[src/rtl/zbm_pkg.sv]
package zbm_pkg;
  localparam int ADDR_W     = 16;
  localparam int DATA_W     = 8;
  localparam int OFFS_W     = 14;
  localparam int ROM_BANK_W = 4;
  localparam int RAM_BANK_W = 3;
  localparam int PHYS_W     = OFFS_W + ROM_BANK_W;
  localparam int SEL_BIT    = 6;
  localparam int NUM_WIN    = 2;

  typedef enum logic {
    DEV_ROM = 1'b0,
    DEV_RAM = 1'b1
  } dev_e;

  typedef struct packed {
    dev_e                  dev;
    logic [ROM_BANK_W-1:0] bank;
  } target_t;
endpackage

[src/rtl/zbm_bank_regs.sv]
module zbm_bank_regs #(
  parameter int          NUM_WIN   = zbm_pkg::NUM_WIN,
  parameter int          DATA_W    = zbm_pkg::DATA_W,
  parameter logic [7:0]  PORT_BASE = 8'h05
) (
  input  logic                           clk,
  input  logic                           rst,
  input  logic [7:0]                     io_addr,
  input  logic                           iorq_n,
  input  logic                           rd_n,
  input  logic                           wr_n,
  input  logic [DATA_W-1:0]              wdata,
  output logic [NUM_WIN-1:0][DATA_W-1:0] regs,
  output logic [DATA_W-1:0]              rdata,
  output logic                           rvalid
);
  logic              io_wr;
  logic              io_rd;
  logic [NUM_WIN-1:0] hit;

  assign io_wr = !iorq_n && !wr_n;
  assign io_rd = !iorq_n && !rd_n;

  for (genvar w = 0; w < NUM_WIN; w++) begin : g_reg
    localparam logic [7:0] PORT = PORT_BASE + 8'(w);
    assign hit[w] = (io_addr == PORT);

    always_ff @(posedge clk) begin
      if (rst) begin
        regs[w] <= '0;
      end else if (io_wr && hit[w]) begin
        regs[w] <= wdata;
      end
    end
  end

  logic [DATA_W-1:0] rd_mux;
  logic              rd_any;

  always_comb begin
    rd_mux = '0;
    rd_any = 1'b0;
    for (int w = 0; w < NUM_WIN; w++) begin
      if (hit[w]) begin
        rd_mux = regs[w];
        rd_any = 1'b1;
      end
    end
  end

  always_ff @(posedge clk) begin
    if (rst) begin
      rdata  <= '0;
      rvalid <= 1'b0;
    end else if (io_rd && rd_any) begin
      rdata  <= rd_mux;
      rvalid <= 1'b1;
    end else begin
      rdata  <= '0;
      rvalid <= 1'b0;
    end
  end
endmodule

[src/rtl/zbm_window_map.sv]
module zbm_window_map
  import zbm_pkg::*;
#(
  parameter int AW      = ADDR_W,
  parameter int DW      = DATA_W,
  parameter int OW      = OFFS_W,
  parameter int ROM_W   = ROM_BANK_W,
  parameter int RAM_W   = RAM_BANK_W,
  parameter int SEL     = SEL_BIT,
  parameter int NWIN    = NUM_WIN
) (
  input  logic [AW-1:0]            cpu_addr,
  input  logic [NWIN-1:0][DW-1:0]  regs,
  output target_t                  target,
  output logic [OW-1:0]            offset
);
  target_t win_tgt [NWIN];

  for (genvar w = 0; w < NWIN; w++) begin : g_win
    logic [ROM_W-1:0] ram_bank;
    always_comb begin
      ram_bank = '0;
      ram_bank[RAM_W-1:0] = regs[w][RAM_W-1:0];
      win_tgt[w].dev  = dev_e'(regs[w][SEL]);
      win_tgt[w].bank = regs[w][SEL] ? ram_bank : regs[w][ROM_W-1:0];
    end
    logic unused_hi;
    assign unused_hi = ^{regs[w][DW-1:SEL+1], regs[w][SEL-1:ROM_W]};
  end

  logic [1:0] win;
  assign win    = cpu_addr[AW-1 -: 2];
  assign offset = cpu_addr[OW-1:0];

  always_comb begin
    case (win)
      2'b00:   target = '{dev: DEV_ROM, bank: '0};
      2'b01:   target = win_tgt[0];
      2'b10:   target = win_tgt[NWIN-1];
      default: target = '{dev: DEV_RAM, bank: '0};
    endcase
  end
endmodule

[src/rtl/zbm_out_stage.sv]
module zbm_out_stage
  import zbm_pkg::*;
#(
  parameter int PW = PHYS_W,
  parameter int OW = OFFS_W
) (
  input  logic          clk,
  input  logic          rst,
  input  logic          mem_req,
  input  target_t       target,
  input  logic [OW-1:0] offset,
  output logic [PW-1:0] phys_addr,
  output logic          rom_ce_n,
  output logic          ram_ce
);
  always_ff @(posedge clk) begin
    if (rst) begin
      phys_addr <= '0;
      rom_ce_n  <= 1'b1;
      ram_ce    <= 1'b0;
    end else begin
      phys_addr <= {target.bank, offset};
      rom_ce_n  <= !(mem_req && target.dev == DEV_ROM);
      ram_ce    <= mem_req && target.dev == DEV_RAM;
    end
  end
endmodule

[src/rtl/zbm_mapper.sv]
module zbm_mapper
  import zbm_pkg::*;
(
  input  logic               clk,
  input  logic               rst,
  input  logic [ADDR_W-1:0]  cpu_addr,
  input  logic               mreq_n,
  input  logic               iorq_n,
  input  logic               rd_n,
  input  logic               wr_n,
  input  logic [DATA_W-1:0]  io_wdata,
  output logic [DATA_W-1:0]  io_rdata,
  output logic               io_rvalid,
  output logic [PHYS_W-1:0]  phys_addr,
  output logic               rom_ce_n,
  output logic               ram_ce
);
  logic [NUM_WIN-1:0][DATA_W-1:0] regs;
  target_t                        target;
  logic [OFFS_W-1:0]              offset;

  zbm_bank_regs #(
    .NUM_WIN   (NUM_WIN),
    .DATA_W    (DATA_W),
    .PORT_BASE (8'h05)
  ) u_regs (
    .clk    (clk),
    .rst    (rst),
    .io_addr(cpu_addr[7:0]),
    .iorq_n (iorq_n),
    .rd_n   (rd_n),
    .wr_n   (wr_n),
    .wdata  (io_wdata),
    .regs   (regs),
    .rdata  (io_rdata),
    .rvalid (io_rvalid)
  );

  zbm_window_map u_map (
    .cpu_addr(cpu_addr),
    .regs    (regs),
    .target  (target),
    .offset  (offset)
  );

  zbm_out_stage u_out (
    .clk      (clk),
    .rst      (rst),
    .mem_req  (!mreq_n),
    .target   (target),
    .offset   (offset),
    .phys_addr(phys_addr),
    .rom_ce_n (rom_ce_n),
    .ram_ce   (ram_ce)
  );
endmodule

[config.mk]
export PLATFORM = sky130hd
export DESIGN_NAME = zbm_mapper
export DESIGN_NICKNAME = d
export VERILOG_FILES = /design/src/rtl/zbm_pkg.sv /design/src/rtl/zbm_bank_regs.sv /design/src/rtl/zbm_window_map.sv /design/src/rtl/zbm_out_stage.sv /design/src/rtl/zbm_mapper.sv
export SDC_FILE = /design/constraint.sdc
export NUM_CORES = 1
export LEC_CHECK = 0
export BUFFER_PORTS_ARGS = -buffer_cell sky130_fd_sc_hd__buf_2
export CAP_MARGIN = 10
export CORE_MARGIN = 1.5
export CORE_UTILIZATION = 45
export DETAILED_ROUTE_END_ITERATION = 10
export PLACE_DENSITY = 0.7
export SLEW_MARGIN = 20
export SYNTH_ARGS = -nofsm -noshare
export SYNTH_HDL_FRONTEND = slang
export SYNTH_SLANG_ARGS = --single-unit
[constraint.sdc]
create_clock -name clk -period 3.5 [get_ports clk]
set_clock_uncertainty 0.15 [all_clocks]
set_input_delay 0 -clock clk [delete_from_list [all_inputs] [get_ports clk]]
set_output_delay 0 -clock clk [all_outputs]
set_load 0.02 [all_outputs]
; Yosys cells after proc, flatten, opt, wreduce, memory -nomap -nowiden
; Index checks and enable logic that the tools add are counted.
[word_totals]
elab_cells = 35
reg_bits = 45
[op_classes]
reduce_logical = 14
eq_ne = 4
muxes = 8
bitwise_logic = 2
[op_table]
columns = operator, n
row1 = "8-bit by 3-bit == test with 1-bit output, second input constant", 2
row2 = 8-bit two-way mux, 2
row3 = 5-bit one-hot mux with 3 select lines, 1
row4 = 4-bit two-way mux, 2
row5 = 1-bit logical AND, 7
row6 = 1-bit logical NOT, 5
row7 = 1-bit two-way mux, 3
row8 = "2-bit by 1-bit == test with 1-bit output, second input constant", 1
row9 = "2-bit == test, second input constant", 1
row10 = 2-bit logical NOT, 1
row11 = 1-bit NOT, 2
row12 = 2-bit OR reduction, 1

; Depth between registers and ports, before layout
; Gate-level depths: netlist (run 1).
[depth]
word_depth = 6
depth_mapped = 5

; Modules after synthesis
; Synthesis (run 1) repeated with hierarchy kept, for this count alone.
[hier_totals]
cells_unflattened = 164
area_unflattened_um2 = 1735.4
[modules_own_cells]
columns = mod, cells_each, area_each_um2, instances
row1 = zbm_bank_regs, 97, 997.2, 1
row2 = zbm_out_stage, 42, 555.5, 1
row3 = zbm_window_map, 24, 178.9, 1
row4 = zbm_mapper, 1, 3.8, 1

; Least setup slack after synthesis (run 1)
; Ideal clock, no wire load.
[synth_timing]
path_kind = input -> register
start = in cpu_addr[5]
end = reg u_regs.regs[0] (netlist name)
arrival_time_ns = 1.266
n_path_buf = 1
cell_stages = 4
path_slack_ns = 1.965
setup_time_ns = 0.119
required_ns = 3.231
cell_sequence = or4_4 -> or4b_1 -> buf_6 -> mux2i_1
[synth_via]
elab_chain_cells = 2
[synth_lines]
columns = item, line
row1 = "start, declared", zbm_mapper.sv:6  ; input logic [ADDR_W-1:0] cpu_addr,
row2 = 8-bit by 3-bit == test with 1-bit output, zbm_bank_regs.sv:26  ; assign hit[w] = (io_addr == PORT);
row3 = 1-bit logical AND, zbm_bank_regs.sv:31  ; end else if (io_wr && hit[w]) begin
row4 = "end signal, assigned by index", zbm_bank_regs.sv:32  ; regs[w] <= wdata;
row5 = "end, declared", zbm_bank_regs.sv:13  ; output logic [NUM_WIN-1:0][DATA_W-1:0] regs,
; Every way passes these cells.
; A chain may end at the register's enable or synchronous reset.

; Worst setup path in the final report (run 1)
[layout_timing]
start = in cpu_addr[5]
end = reg u_regs.regs[13] (netlist name)
; The elaborated chain is that of the path after synthesis.

==> summary.txt, run 1 <==
Clocking
  – CTS clk-pin slew, worst paths: about 0.13 ns
  – Total CTS buffers: 5
  – Clock root buffer: clkbuf_4
  – Max H-tree Level: 2
  – CTS sink count: between 40 and 50
  – Post-CTS sizing: 0
  – CTS tree: yes
  – Clock Latency Late Sink: between 0.3 and 0.4 ns
  – Max Buffers Root-to-Sink: 2

Worst setup path
  – Start point of the critical path: cpu_addr[5]
  – Setup slack, reg-to-reg: approximately 1.5 ns
  – Slowest CP cell: dlygate4sd3_1
  – Setup crit start kind: primary input
  – R2R cell count: 4
  – Worst setup path endpoint: u_regs.regs[13]$_SDFFE_PP0P_
  – Worst Path Arrival: between 2 and 3 ns
  – CP peak stage delay: ~0.57 ns
  – Worst flop-to-flop path endpoint: u_out.rom_ce_n$_SDFF_PP1_
  – Crit-path max FO: 8
  – CP Cell Sequence: dlygate4sd3_1 -> buf_2 -> or4_4 -> nor4b_2 -> dlygate4sd3_1 -> buf_4 -> mux2i_1 -> dlygate4sd3_1
  – CP Capture Type: register
  – R2R Path Start: u_regs.regs[6]$_SDFFE_PP0P_
  – Worst endpoint required time: about 3.7 ns
  – Critical Path Most Common Cell: dlygate4sd3_1
  – Crit path kind: primary input to register

Logic synthesis
  – Post-synth cell types: 18
  – Asr flop ratio synth: 0
  – Synth Area per Inst: around 11 um^2
  – Flops & latches, synth: between 40 and 50
  – Synth Net Count: 179
  – Top_reg_cell synth: dfxtp_1
  – Seq/Total Area, Yosys: 0.5665
  – Gate Count Post-Synth: roughly 150
  – Synth warn: 0
  – Cell Area, Synth: approximately 1600 um^2
  – Number of synthesized flops with an enable pin: 0

Placement
  – IO Port Bufs: 58
  – HPWL Detailed: roughly 2200 um
  – Dpl ws: 1.617 ns
  – Gpl congestion: 0.7257

Detailed routing
  – Routed wire length: between 3000 and 4000 um
  – DRC viols: 0
  – Detailed-route wire length per cell: approximately 13 um
  – DR iter-0 viols: 48
  – Routed Antenna Nets: 0
  – Routed vias/inst: 4.686
  – DR vias: about 1300
  – First-pass DRT Iterations: 4

Finish
  – Final Net Count: 270
  – Antenna Cells: 0
  – Area Growth Syn to Fin: 46.81%
  – Register area: 900.9 um^2
  – Area occupied by multi-input gates: ~650 um^2
  – Final core utilization: 0.6942
  – Share of layout cells above drive strength 1: 0.2905
  – FILL cells: roughly 290

Min path
  – Hold Path Stages: 3
  – Hold Path Class: primary input to register

STA
  – Worst-Margin Slew: between 0.6 and 0.7 ns
  – Final WS setup: 0.7395 ns
  – Final period utilization: 0.7887
  – Final hold viol count: 0
  – Relative slew slack: 0.5706
  – Final setup viols: 0
  – Pins Over Slew Limit: 0
  – Setup TNS: 0 ns
  – Crit path time final: 2.761 ns
  – RSZ-0062 raised after global routing: false
  – Fmax: roughly 360 MHz

Global routing
  – Initial antenna violation count: 0
  – Total gr overflow: 0
  – Gr usage total: 0.1918
  – Vias in the first global route: about 1400
  – First-pass GRT wire length: slightly below 6000 um
  – Largest net degree at the start of global routing: 46

Die
  – Die H: approximately 62 um
  – Starting Density: 0.4728
  – Die W: around 62 um
  – Die ar.: around 3900 um^2
  – Io pins: 59
  – CORE AREA: about 3400 um^2
  – Rows: 21

Job
  – Max-cap check violation count: 0

Power and ir drop
  – Peak VDD IR: between 200 and 300 uV
  – Leakage: 1.040 nW
  – PwrDens: 407.0 nW/um^2

Outcome
  – Status: completed
-- kinds of logic after synthesis --
kind of cell	Yosys count	synth area share
AO/OA/AOI/OAI	14	0.06372
buffers and inverters	10	0.02990
flip-flops	45	0.5665
multiplexers	16	0.1007
AND/OR/NAND/NOR	64	0.2392
-- what timing repair did --
| action | CTS | global route |
|---|---|---|
| setup endpoints to repair | 0 | 0 |
| endpoints found under the hold margin | 38 | 0 |
| hold buffers | 33 | 0 |
| setup buffers | 0 | 0 |
-- cell type report --
cell class | instances | area share
Multi-Input combinational cell | 94 | 0.2776
Sequential cell | 45 | 0.3859
Timing Repair Buffer | 94 | 0.2755
Clock inverter | 1 | 0.01286
Tap cell | 46 | 0.02465
Clock buffer | 7 | 0.02358
-- registers in the layout, indices dropped and copies added, names as in the netlist --
register         flops
u_out.phys_addr     18
u_regs.regs         16
u_regs.rdata         8
u_out.ram_ce         1
u_out.rom_ce_n       1
u_regs.rvalid        1
-- worst max-delay path: cells and delay by family --
kind,cells,cell delay (ns)
buffers and inverters,5,1.97
AND/OR/NAND/NOR,2,0.75
multiplexers,1,0.19
-- cells in the mapped netlist (2+ instances only) --
library cell  count  area, um^2
clkbuf_1          7       26.28
nand2b_1         24       150.1
nor4bb_1          2       20.02
nor2b_1          17       106.4
buf_2             2       10.01
dfxtp_1          45       900.9
mux2i_1          16       160.2
a22oi_1          11       82.58
nor2_1           16       60.06
-- report_power, final --
group	switching [mW]	internal, mW	total [mW]
combinational	0.0425	0.0530	0.0955
sequential	0.00222	0.522	0.524
clock	0.160	0.171	0.331
-- cell usage in the layout (no fill, tap or decap), types with 2 or more instances in the layout --
master / instances
clkbuf_4: 5
dlygate4sd3_1: 33
buf_4: 3
nor4bb_1: 2
a22oi_1: 11
dfxtp_1: 45
nand2b_1: 24
nor2_1: 16
buf_2: 58
nor2b_1: 17
mux2i_1: 16
-- metal layers --
| metal | routed length (um) | track usage | share of wire | vias up |
|---|---|---|---|---|
| met4 | 91 | 0.07222 | 0.025 | 0 |
| met1 | 1522 | 0.1963 | 0.42 | 614 |
| li1 | - | - | - | 683 |
| met5 | 0 | 0 | 0 | - |
| met2 | 1814 | 0.3575 | 0.51 | 38 |
| met3 | 161 | 0.06486 | 0.045 | 10 |
-- stage by stage --
step / area [um^2] / hold WS, ns / total power, mW / instances
after floorplan: 1590 / -0.07134 / 0.5724 / 149
after global placement: 1919 / 0.03397 / 0.6013 / 246
after detailed placement: 1919 / 0.03831 / 0.6036 / 246
after CTS: 2335 / 0.04877 / 0.9553 / 287
after global routing: 2335 / 0.08224 / 0.9810 / 287
final: 2335 / 0.04576 / 0.9503 / 287
-- worst min path at each step --
stage,start,endpoint
floorplan,mreq_n,u_out.ram_ce$_SDFF_PP0_
global placement,mreq_n,u_out.ram_ce$_SDFF_PP0_
detailed placement,mreq_n,u_out.ram_ce$_SDFF_PP0_
CTS,iorq_n,u_regs.rvalid$_SDFF_PP0_
global route,iorq_n,u_regs.rdata[1]$_SDFF_PP0_
finish,iorq_n,u_regs.rdata[1]$_SDFF_PP0_
Power figures use the tool's default switching activity.
==> inputs of run 2 (changes only) <==
- CORE_UTILIZATION: 45 -> 43
- clock period: 3.5 -> 2.32 ns (I/O delays scaled with it)
==> run 2 against run 1 <==
Net effect: sequential share of layout area up 0.44 points; design area decreased by 1.1%; first-iteration DRC count decreased by 15%; clock power up 54%; global-route usage fell by 0.54 points.
==> summary.txt, run 2 (synthesis gave the netlist of run 1 again) <==
STA
  – Relative slew slack: 0.6751
  – Final period utilization: 0.9083
  – Pins Over Slew Limit: 0
  – RSZ-0062 raised after global routing: false
  – Crit path time final: around 2.1 ns
  – Final hold viol count: 0
  – Fmax: between 400 and 500 MHz
  – Worst-Margin Slew: 0.4809 ns
  – Final setup viols: 0
  – Setup TNS: 0 ns

Clocking
  – Max H-tree Level: 2
  – Clock Latency Late Sink: 0.29 ns
  – Total CTS buffers: 5
  – CTS tree: yes
  – Post-CTS sizing: 0
  – Max Buffers Root-to-Sink: 2
  – CTS sink count: 45
  – CTS clk-pin slew, worst paths: around 0.07 ns
  – Clock root buffer: clkbuf_8
  – Setup bufs post-CTS: 0

Worst setup path
  – R2R Path Start: u_regs.regs[6]$_SDFFE_PP0P_
  – Worst Path Arrival: approximately 2.1 ns
  – Delay-heaviest family, CP: simple AND/OR/NAND/NOR gates
  – Crit-path max FO: 8
  – Crit path kind: primary input to register
  – Worst Path Buf+Inv: 2
  – CP peak stage delay: just over 0.7 ns
  – Setup crit start kind: primary input
  – Slowest CP cell: or4b_1
  – CP Cell Sequence: dlygate4sd3_1 -> buf_2 -> or4_4 -> or4b_1 -> mux2i_1
  – Worst endpoint required time: approximately 2.3 ns
  – Start point of the critical path: cpu_addr[5]
  – CP Capture Type: register

Min path
  – Hold Path Origin: wr_n
  – Hold Path Class: primary input to register

Power and ir drop
  – Sw Ratio: 0.2149
  – Sw power: about 310 uW
  – Flop pwr share: 0.547
  – Leakage: between 1 and 1.5 nW
  – PwrDens: 624.9 nW/um^2
  – Clk network pwr share: 0.354
  – Peak VDD IR: 374.0 uV
  – Combinational power share: 0.099
  – Pint: ~1.1 mW

Global routing
  – Vias in the first global route: between 1000 and 1500
  – Gr usage total: 0.1864
  – Total gr overflow: 0
  – Largest net degree at the start of global routing: between 40 and 50
  – Initial antenna violation count: 0
  – First-pass GRT wire length: around 5800 um

Die
  – Die H: ~64 um
  – Rows: 21
  – CORE AREA: 3442 um^2
  – Die ar.: roughly 4100 um^2
  – Die W: about 64 um
  – Io pins: roughly 60
  – Starting Density: 0.4620

Finish
  – Final Net Count: 266
  – Leading cell types in the layout, fill and taps excluded: buf_2 (58), dfxtp_1 (45), dlygate4sd3_1 (28)
  – Final cell count without fillers: ~280
  – Biggest regs: u_out.phys_addr (18), u_regs.regs (16), u_regs.rdata (8)
  – FILL cells: between 200 and 300
  – Share of layout cells above drive strength 1: 0.3038
  – Area Growth Syn to Fin: 45.16%
  – Antenna Cells: 0
  – Most common cell after layout, fill and taps aside: buf_2
  – Max reg flops: 18
  – Top reg by flops: u_out.phys_addr

Detailed routing
  – DRC viols: 0
  – DR vias: between 1000 and 1500
  – Routed vias/inst: roughly 4.6
  – DR iter-0 viols: 41
  – First-pass DRT Iterations: 4
  – Routed Antenna Nets: 0
  – Routed wire length: 3553 um
  – Detailed-route wire length per cell: approximately 13 um

Job
  – Max-cap check violation count: 0

Placement
  – IO Port Bufs: 58
  – HPWL Detailed: ~2200 um
  – Dpl cells: around 250
  – Gpl congestion: ~0.75

Outcome
  – Status: completed
[run 2: cell types whose count changed in the layout (fill, tap and decap cells not counted)]
cell           previous run  this run
bufinv_16                 1         0
clkbuf_1                  1         0
clkbuf_4                  5         0
clkinv_2                  0         1
buf_4                     3         4
clkbuf_8                  1         7
dlygate4sd3_1            33        28
[run 2: final cells by class]
class,instances,area (um^2),share of cell area
sequential,45,900.9,0.3902
multi-input combinational,94,648.1,0.2808
timing repair buffer,90,600.6,0.2602
clock buffer,7,96.34,0.04173
tap,46,57.56,0.02493
clock inverter,1,5.005,0.002168
[run 2: through the flow]
step                      hold WS, ns  utilization  setup slack [ns]  area (um^2)  total power, mW
after floorplan              -0.07134            -            0.7853         1590           0.8635
after global placement        0.03059       0.5598            0.4889         1927           0.9097
after detailed placement      0.04032       0.5598            0.4750         1927           0.9125
after CTS                     0.03853       0.6707            0.2180         2308            1.459
after global routing          0.05219       0.6707            0.1553         2308            1.504
final                         0.05134       0.6707            0.2127         2308            1.443
[run 2: worst paths after layout]
check,end,slack (ns),depth (start not counted)
worst max-delay path,u_regs.regs[3]$_SDFFE_PP0P_,0.21,5
worst min-delay path,u_regs.regs[9]$_SDFFE_PP0P_,0.05,4
worst max register to register,u_out.rom_ce_n$_SDFF_PP1_,0.28,4
worst min register to register,u_regs.regs[12]$_SDFFE_PP0P_,0.33,2
[run 2: power groups by stage]
stage / Sequential, mW / Combinational, mW / Clock (mW)
after global placement: 0.807 / 0.103 / 0
after global routing: 0.791 / 0.153 / 0.560
after floorplan: 0.827 / 0.0369 / 0
after CTS: 0.789 / 0.141 / 0.529
final: 0.789 / 0.142 / 0.511
after detailed placement: 0.807 / 0.105 / 0
[run 2: what timing repair did]
| item | CTS | global route |
|---|---|---|
| hold buffers | 28 | 0 |
| hold endpoints to repair | 36 | 0 |
| endpoints found under the setup margin | 0 | 0 |
[run 2: worst register-to-register path: cells and delay by family (launching register included)]
kind                   cells  cell delay (ns)
AOI/OAI and AO/OA          2             0.28
buffers and inverters      2             1.16
DFF                        1             0.34
[run 2: per-layer routing]
layer / part of all wire / GRT usage / up-vias / wire, um
met5: 0 / 0 / - / 0
met4: 0.026 / 0.1196 / 0 / 92
met3: 0.049 / 0.04577 / 9 / 175
met2: 0.49 / 0.3086 / 43 / 1754
met1: 0.43 / 0.2136 / 583 / 1530
li1: - / - / 673 / -
